$ cat config.mk
export PLATFORM = sky130hd
export DESIGN_NAME = lmc_top
export DESIGN_NICKNAME = d
export VERILOG_FILES = /design/src/rtl/lmc_pkg.sv /design/src/rtl/lmc_run_counter.sv /design/src/rtl/lmc_mode_fsm.sv /design/src/rtl/lmc_gate_seq.sv /design/src/rtl/lmc_top.sv
export SDC_FILE = /design/constraint.sdc
export NUM_CORES = 1
export LEC_CHECK = 0
export ABC_CLOCK_PERIOD_IN_PS = 4850
export BUFFER_PORTS_ARGS = -buffer_cell sky130_fd_sc_hd__buf_4
export CORE_MARGIN = 4
export CORE_UTILIZATION = 30
export CTS_CLUSTER_DIAMETER = 100
export CTS_CLUSTER_SIZE = 24
export DETAILED_ROUTE_END_ITERATION = 8
export GPL_TIMING_DRIVEN = 0
export PLACE_DENSITY = 0.57
export SYNTH_ARGS = -nofsm -noshare
export SYNTH_HDL_FRONTEND = slang
export SYNTH_SLANG_ARGS = --single-unit
$ cat constraint.sdc
create_clock -name clk -period 4.85 [get_ports clk]
set_clock_uncertainty 0.05 [all_clocks]
set_input_delay 0.2425 -clock clk [delete_from_list [all_inputs] [get_ports clk]]
set_output_delay 0.2425 -clock clk [all_outputs]
set_load 0.05 [all_outputs]
$ cat src/rtl/lmc_pkg.sv
package lmc_pkg;
   typedef enum logic {
      MODE_PWM  = 1'b0,
      MODE_HYST = 1'b1
   } lmc_mode_e;

   typedef struct packed {
      logic hs;
      logic ls;
   } lmc_gate_t;
endpackage

$ cat src/rtl/lmc_run_counter.sv
module lmc_run_counter #(
   parameter int RUN_LEN = 8,
   localparam int CW     = $clog2(RUN_LEN + 1)
) (
   input  logic clk,
   input  logic rst_n,
   input  logic clr,
   input  logic smp_vld,
   input  logic smp_match,
   output logic run_done
);
   localparam logic [CW-1:0] LAST = CW'(RUN_LEN - 1);

   logic [CW-1:0] cnt_q;

   always_ff @(posedge clk or negedge rst_n) begin
      if (!rst_n)
         cnt_q <= '0;
      else if (clr)
         cnt_q <= '0;
      else if (smp_vld)
         cnt_q <= smp_match ? cnt_q + CW'(1) : '0;
   end

   assign run_done = smp_vld && smp_match && (cnt_q == LAST);
endmodule

$ cat src/rtl/lmc_mode_fsm.sv
module lmc_mode_fsm
   import lmc_pkg::*;
(
   input  logic      clk,
   input  logic      rst_n,
   input  logic      en,
   input  logic      run_done,
   input  logic      load_step,
   output lmc_mode_e mode_q,
   output lmc_mode_e mode_d,
   output logic      mode_chg,
   output logic      enter_hyst
);
   always_comb begin
      if (!en)
         mode_d = MODE_PWM;
      else if (mode_q == MODE_HYST && load_step)
         mode_d = MODE_PWM;
      else if (run_done)
         mode_d = (mode_q == MODE_PWM) ? MODE_HYST : MODE_PWM;
      else
         mode_d = mode_q;
   end

   always_ff @(posedge clk or negedge rst_n) begin
      if (!rst_n) mode_q <= MODE_PWM;
      else        mode_q <= mode_d;
   end

   assign mode_chg   = (mode_d != mode_q);
   assign enter_hyst = (mode_q == MODE_PWM) && (mode_d == MODE_HYST);
endmodule

$ cat src/rtl/lmc_gate_seq.sv
module lmc_gate_seq
   import lmc_pkg::*;
#(
   parameter bit ABOVE_WINS = 1'b1
) (
   input  logic      clk,
   input  logic      rst_n,
   input  logic      en,
   input  lmc_mode_e mode_d,
   input  logic      enter_hyst,
   input  logic      pwm_hs,
   input  logic      out_below,
   input  logic      out_above,
   output lmc_gate_t gate_q,
   output logic      demu_q
);
   logic      pulse_q;
   logic      pulse_nxt;
   logic      pulse_d;
   lmc_gate_t gate_d;

   generate
      if (ABOVE_WINS) begin : g_clr_prio
         assign pulse_nxt = out_above ? 1'b0 : (out_below ? 1'b1 : pulse_q);
      end else begin : g_set_prio
         assign pulse_nxt = out_below ? 1'b1 : (out_above ? 1'b0 : pulse_q);
      end
   endgenerate

   always_comb begin
      gate_d  = '0;
      pulse_d = 1'b0;
      if (!en) begin
         gate_d = '0;
      end else if (mode_d == MODE_PWM) begin
         gate_d.hs = pwm_hs;
         gate_d.ls = !pwm_hs;
      end else if (enter_hyst) begin
         gate_d = '0;
      end else begin
         pulse_d   = pulse_nxt;
         gate_d.hs = pulse_nxt;
         gate_d.ls = 1'b0;
      end
   end

   always_ff @(posedge clk or negedge rst_n) begin
      if (!rst_n) begin
         gate_q  <= '0;
         pulse_q <= 1'b0;
         demu_q  <= 1'b0;
      end else begin
         gate_q  <= gate_d;
         pulse_q <= pulse_d;
         demu_q  <= en && (mode_d == MODE_HYST) && !gate_d.hs;
      end
   end
endmodule

$ cat src/rtl/lmc_top.sv
module lmc_top
   import lmc_pkg::*;
#(
   parameter int RUN_LEN    = 8,
   parameter bit ABOVE_WINS = 1'b1
) (
   input  logic clk,
   input  logic rst_n,
   input  logic en,
   input  logic phase_vld,
   input  logic phase_pos,
   input  logic out_below,
   input  logic out_above,
   input  logic load_step,
   input  logic pwm_hs,
   output logic hyst_mode,
   output logic hs_req,
   output logic ls_req,
   output logic diode_emu
);
   generate
      if (RUN_LEN < 2) begin : g_bad_run_len
         $error("lmc_top: RUN_LEN must be at least 2");
      end
   endgenerate

   lmc_mode_e mode_q;
   lmc_mode_e mode_d;
   logic      mode_chg;
   logic      enter_hyst;
   logic      run_done;
   logic      smp_match;
   lmc_gate_t gate_q;

   assign smp_match = (mode_q == MODE_PWM) ? phase_pos : !phase_pos;

   lmc_run_counter #(.RUN_LEN(RUN_LEN)) u_run (
      .clk       (clk),
      .rst_n     (rst_n),
      .clr       (!en || mode_chg),
      .smp_vld   (phase_vld),
      .smp_match (smp_match),
      .run_done  (run_done)
   );

   lmc_mode_fsm u_fsm (
      .clk        (clk),
      .rst_n      (rst_n),
      .en         (en),
      .run_done   (run_done),
      .load_step  (load_step),
      .mode_q     (mode_q),
      .mode_d     (mode_d),
      .mode_chg   (mode_chg),
      .enter_hyst (enter_hyst)
   );

   lmc_gate_seq #(.ABOVE_WINS(ABOVE_WINS)) u_gate (
      .clk        (clk),
      .rst_n      (rst_n),
      .en         (en),
      .mode_d     (mode_d),
      .enter_hyst (enter_hyst),
      .pwm_hs     (pwm_hs),
      .out_below  (out_below),
      .out_above  (out_above),
      .gate_q     (gate_q),
      .demu_q     (diode_emu)
   );

   assign hyst_mode = (mode_q == MODE_HYST);
   assign hs_req    = gate_q.hs;
   assign ls_req    = gate_q.ls;
endmodule

Yosys cells after proc, flatten, opt, wreduce, memory -nomap -nowiden
Cells that the tools add are included.
{ "word_totals": {"ff_bits": 9, "input_bits": 9, "out_inout_bits": 4, "word_cells": 38} }
{ "op_classes": {"n_addsub": 1, "eq_ne": 2, "mux": 16, "bitwise_logic": 1, "reduce_logical": 12} }
{ "op_table": {"columns": ["cell", "count"], "rows": [
  ["$mux 4", 3],
  ["$mux 1", 10],
  ["$logic_and 1x1->1", 6],
  ["$mux 2", 3],
  ["$add 4x1->4 const B", 1],
  ["$eq 4x3->1 const B", 1],
  ["$logic_not 1->1", 4],
  ["$reduce_bool 2->1", 1],
  ["$logic_or 1x1->1", 1],
  ["$ne 1x1->1", 1],
  ["$not 1->1", 1]
]} }

Logic depth before layout (Yosys ltp)
{ "depth": {"depth_word": 13, "mapped_depth": 9, "mapped_depth_nobuf": 9} }

By module
A second synthesis with hierarchy kept.
{ "hier_totals": {"hier_cells": 40, "area_unflattened_um2": 450.4} }
{ "by_module_without_submodules": {"columns": ["module", "n_inst", "cells_per_inst", "area_per_inst_um2", "seq_area_each_um2"], "rows": [
  ["lmc_run_counter", 1, 21, 214.0, 100.1],
  ["lmc_gate_seq", 1, 11, 155.1, 100.1],
  ["lmc_mode_fsm", 1, 6, 66.3, 25.0],
  ["lmc_top", 1, 2, 15.0, 0.0]
]} }

Worst setup path before layout
No wires, ideal clock.
{ "synth_timing": {"kind": "register to register", "start": "register u_fsm.mode_q", "end": "register u_run.cnt_q[3]", "setup_ps": 83, "t_arrival_ps": 2144, "t_required_ps": 4717, "setup_slack_ps": 2573, "path_stages_with_launch": 8, "n_path_buf": 0, "period_less_slack_ps": 2277, "path_cell_list": "dfrtp_1 a211oi_1 a21oi_1 inv_1 ha_1 nand2_1 or4_1 o21ai_0"} }
{ "synth_between": {"elab_chain_cells": 9, "word_cells_on_any_way": 14, "classes_between": "eq/ne: 1; mux: 8; reduce/logical: 5"} }
{ "synth_lines": {"columns": ["element", "line_no", "rtl"], "rows": [
  ["from (decl)", "lmc_mode_fsm.sv:9", "output lmc_mode_e mode_q,"],
  ["from (signal assigned)", "lmc_mode_fsm.sv:27", "else mode_q <= mode_d;"],
  ["$mux 1", "lmc_top.sv:35", "assign smp_match = (mode_q == MODE_PWM) ? phase_pos : !phase_pos;"],
  ["$logic_and 1x1->1 (2 in a row)", "lmc_run_counter.sv:25", "assign run_done = smp_vld && smp_match && (cnt_q == LAST);"],
  ["$mux 1", "lmc_mode_fsm.sv:19", "else if (run_done)"],
  ["$mux 1 (*)", "lmc_mode_fsm.sv:17", "else if (mode_q == MODE_HYST && load_step)"],
  ["$mux 1 (*)", "lmc_mode_fsm.sv:15", "if (!en)"],
  ["named net mode_d", "lmc_top.sv:28", "lmc_mode_e mode_d;"],
  ["$ne 1x1->1 (*)", "lmc_mode_fsm.sv:30", "assign mode_chg = (mode_d != mode_q);"],
  ["$logic_or 1x1->1 (*)", "lmc_top.sv:40", ".clr (!en || mode_chg),"],
  ["$mux 4 / $reduce_bool 2->1 (equally long branches)", null, null],
  ["to (signal assigned)", "lmc_run_counter.sv:22", "cnt_q <= smp_match ? cnt_q + CW'(1) : '0;"],
  ["to (decl)", "lmc_run_counter.sv:14", "logic [CW-1:0] cnt_q;"]
]} }
Mark *: on every way through the listed nets, which the timed path passes. The rest lies on a longest branch. The select of a mux whose other input is x is not followed.
A chain may end at the register's enable or synchronous reset.

Worst setup path in the final report
{ "layout_timing": {"start": "register u_run.cnt_q[0]", "end": "register u_run.cnt_q[3]"} }
{ "layout_between": {"elab_chain_cells": 8, "word_cells_on_any_way": 12, "classes_between": "add/sub: 1; eq/ne: 2; mux: 6; reduce/logical: 3"} }
{ "layout_lines": {"columns": ["element", "line_no"], "rows": [
  ["$eq 4x3->1 (*)", "lmc_run_counter.sv:25"],
  ["$logic_and 1x1->1 (*)", "lmc_run_counter.sv:25"],
  ["$mux 1 (*)", "lmc_mode_fsm.sv:19"],
  ["$mux 1 (*)", "lmc_mode_fsm.sv:17"],
  ["$mux 1 (*)", "lmc_mode_fsm.sv:15"],
  ["named net mode_d", "lmc_top.sv:28"],
  ["$ne 1x1->1 (*)", "lmc_mode_fsm.sv:30"],
  ["$logic_or 1x1->1 (*)", "lmc_top.sv:40"],
  ["$mux 4 / $reduce_bool 2->1 (equally long branches)", null]
]} }
Marks and branches as above.

==> qor.csv <==
stage;metric;value;unit
status;status;finished, final reports clean;
layout;final instance area;587;um2
route;average wire per cell in the routed design;11.1;um
pwr;Pleak;0.293;nW
clock_tree;Clk Latency, worst-skew pair;0.26;ns
clock_tree;clk root buf;clkbuf_4;
sta;final worst path period share;49.9;%
grt;routing usage on met2;13.2;%
placed_design;Routability Congestion;0.719;
pwr;Seq pwr share;50.4;%
synthesis;syn nets;55;
layout;fin nets;73;
sta;Slew headroom;72.9;%
clock_tree;htree depth;1;
layout;fillers;149;
pwr;Sw Share;24.6;%
grt;grt ovf;0;
synthesis;Yosys top cell by area;dfrtp_1;
route;Routed Antenna Nets;0;
route;Via Count;369;
sta;unrepaired setup endpoints after global routing;no;
clock_tree;CTS tree;yes;
synthesis;Unique masters post-synth;19;
clock_tree;Setup Buffers After CTS;0;
sta;Worst Tran Pin Value;0.407;ns
sta;Hold Violations, Final;0;
critical_path;Reg2Reg Launch Point;u_run.cnt_q[0];
layout;Multi-input gate area;208;um2
clock_tree;clock sink count;9;
critical_path;worst-path fanout max;5;
die;core area;1330;um2
die;die area;2150;um2
pwr;sw power;0.0000377;W
pwr;Int Pwr;0.000116;W
route;DRC violations left;0;
route;DR iter-0 viols;6;
critical_path;CP endpoint kind;register;
placed_design;post-detail-place hpwl;662;um
sta;fin. max-slew vios;0;
layout;ant diodes;0;
clock_tree;clock-pin slew on the worst setup and hold paths;0.07;ns
layout;Seq. cell area;225;um2
grt;total track usage;8.79;%
route;Pre-antenna DRT Iters;4;
hold_path;Hold WC Path Type;primary input to register;
clock_tree;post-CTS sizing;0;
critical_path;Setup CP Type;register to register;
sta;final setup fails;0;
pwr;Combinational Power Share;12.2;%
placed_design;Port Buffers;12;
synthesis;area share of the leading cell type in the synthesized netlist;51.1;%
route;Via-to-Cell Ratio;4.86;
sta;TNS Setup;0;ns
grt;Top Usage Layer GRT;met2;
critical_path;reg2reg setup slack;2.43;ns
die;# IOs;13;
grt;initial antenna violation count;0;
die;row cnt;13;
synthesis;sequential share of the synthesized area;51.1;%
synthesis;Mapped Area;440;um2
hold_path;hold path depth;3;
sta;Fmax achieved;0.414;GHz
route;drt total wl;840;um
grt;GRT met3 Usage;6.25;%
pwr;peak supply drop;155;uV
critical_path;r2r worst-path depth;9;
layout;most common cell after layout, fill and taps aside;buf_4;
layout;share of cells above drive strength 1;27.9;%
hold_path;hold path startpoint;pwm_hs;
sta;fin crit period;2.42;ns
pwr;Clock Power Share;37.4;%
grt;vias in the first global route;307;
layout;Layout Area Growth over Synthesis;33.2;%
placed_design;area post-placement;549;um2
layout;most frequent cells in the layout;buf_4, dfrtp_1, nand2_1;
critical_path;r2r endpoint;u_run.cnt_q[3];
hold_path;Worst Hold End;u_gate.gate_q[1];
grt;largest net degree at the start of global routing;10;
die;Die Width;46.3;um
clock_tree;Inserted Clock Buffers;3;
synthesis;Synth Area per Inst;10.0;um2
pwr;PwrDens;261;nW/um2
synthesis;cell count after synthesis;44;
grt;M1 GR Usage;10.9;%
synthesis;Area contributors post-synth;dfrtp_1, ha_1, nand2_1, nand4b_1, a21oi_1;
flow_run;Max Cap Viol;0;
critical_path;Worst Setup Start Kind;register;
critical_path;CP Data Arrival Time;2.55;ns
grt;first-pass GRT wire length;1.29;mm
critical_path;Data required, critical path;4.98;ns
clock_tree;hold_buf cts;1;
synthesis;Yosys reg bits;9;
die;Die Ht;46.3;um
synthesis;Synth warnings;0;
clock_tree;Clock Path Buffers;2;
die;Initial Util;33.0;%
==> routing by layer <==
layer	vias up	wire, um
li1	189	-
met1	171	381
met2	9	385
met3	0	72
met4	0	0
met5	-	0
==> metrics by stage <==
stage	setup WS, ns	power, W	util, %	cells	hold WS (ns)
floorplan	2.57	0.0000867	-	44	-0.103
global placement	2.41	0.0000970	41.2	71	0.0242
detailed placement	2.41	0.0000970	41.2	71	0.0235
CTS	2.41	0.000156	44.0	76	0.192
global route	2.26	0.000162	44.0	76	0.216
finish	2.43	0.000153	44.0	76	0.199
==> cell families (layout without fill, tap and decap cells) <==
| kind of cell | after synthesis | in the layout | synth area share (%) |
|---|---|---|---|
| AND/OR/NAND/NOR | 19 | 19 | 22.4 |
| flip-flops | 9 | 9 | 51.1 |
| AO/OA/AOI/OAI | 8 | 8 | 10.2 |
| adder cells (fa/ha/maj) | 2 | 2 | 5.68 |
| XOR/XNOR | 2 | 2 | 3.98 |
| multiplexers | 2 | 2 | 4.83 |
| buffers and inverters | 2 | 19 | 1.71 |
==> power by group through the flow <==
| stage | logic (W) | clock network [W] | registers, W |
|---|---|---|---|
| 6_report | 0.0000187 | 0.0000574 | 0.0000773 |
| 5_1_grt | 0.0000207 | 0.0000640 | 0.0000775 |
| 4_1_cts | 0.0000189 | 0.0000598 | 0.0000773 |
| 3_5_place_dp | 0.0000182 | 0 | 0.0000787 |
| 3_3_place_gp | 0.0000183 | 0 | 0.0000787 |
| 2_1_floorplan | 0.00000498 | 0 | 0.0000817 |
==> state kept, by name (all words and copies together) (netlist names) <==
signal / cells
u_gate.pulse_q: 1
u_gate.demu_q: 1
u_gate.gate_q: 2
u_fsm.mode_q: 1
u_run.cnt_q: 4
==> how the worst max path moves through the flow <==
stage / from / end / slack [ns] / cells past startpoint
after detailed placement: u_run.cnt_q[0] / u_run.cnt_q[3] / 2.41 / 9
after CTS: u_run.cnt_q[0] / u_run.cnt_q[3] / 2.41 / 9
after global routing: u_run.cnt_q[0] / u_run.cnt_q[3] / 2.26 / 9
final: u_run.cnt_q[0] / u_run.cnt_q[3] / 2.43 / 9
after global placement: u_run.cnt_q[0] / u_run.cnt_q[3] / 2.41 / 9
after floorplan: u_fsm.mode_q / u_run.cnt_q[3] / 2.57 / 7
==> Yosys cell counts <==
cell type	n
a211oi_1	1
a21boi_0	1
a21oi_1	3
and3b_1	1
dfrtp_1	9
ha_1	2
inv_1	2
mux2_2	1
mux2i_1	1
nand2_1	6
nand2b_1	1
nand3_1	3
nand4b_1	2
nor2_1	4
nor2b_1	1
o21ai_0	3
or4_1	1
xnor2_1	1
xor2_1	1
==> area by class of cell <==
cell class / count / area share (%)
Tap cell: 15 / 3.20
Clock inverter: 1 / 0.853
Clock buffer: 3 / 3.84
Multi-Input combinational cell: 33 / 35.4
Timing Repair Buffer: 13 / 17.1
Sequential cell: 9 / 38.4
Inverter: 2 / 1.28
==> critical path, stage by stage (launching register included) <==
cell and delay, ns:
dfrtp_1 0.40, ha_1 0.23, nand4b_1 0.13, a211oi_1 0.06
a21oi_1 0.35, inv_1 0.10, ha_1 0.32, nand2_1 0.12
or4_1 0.50, o21ai_0 0.09
(Power assumes the default switching activity.)
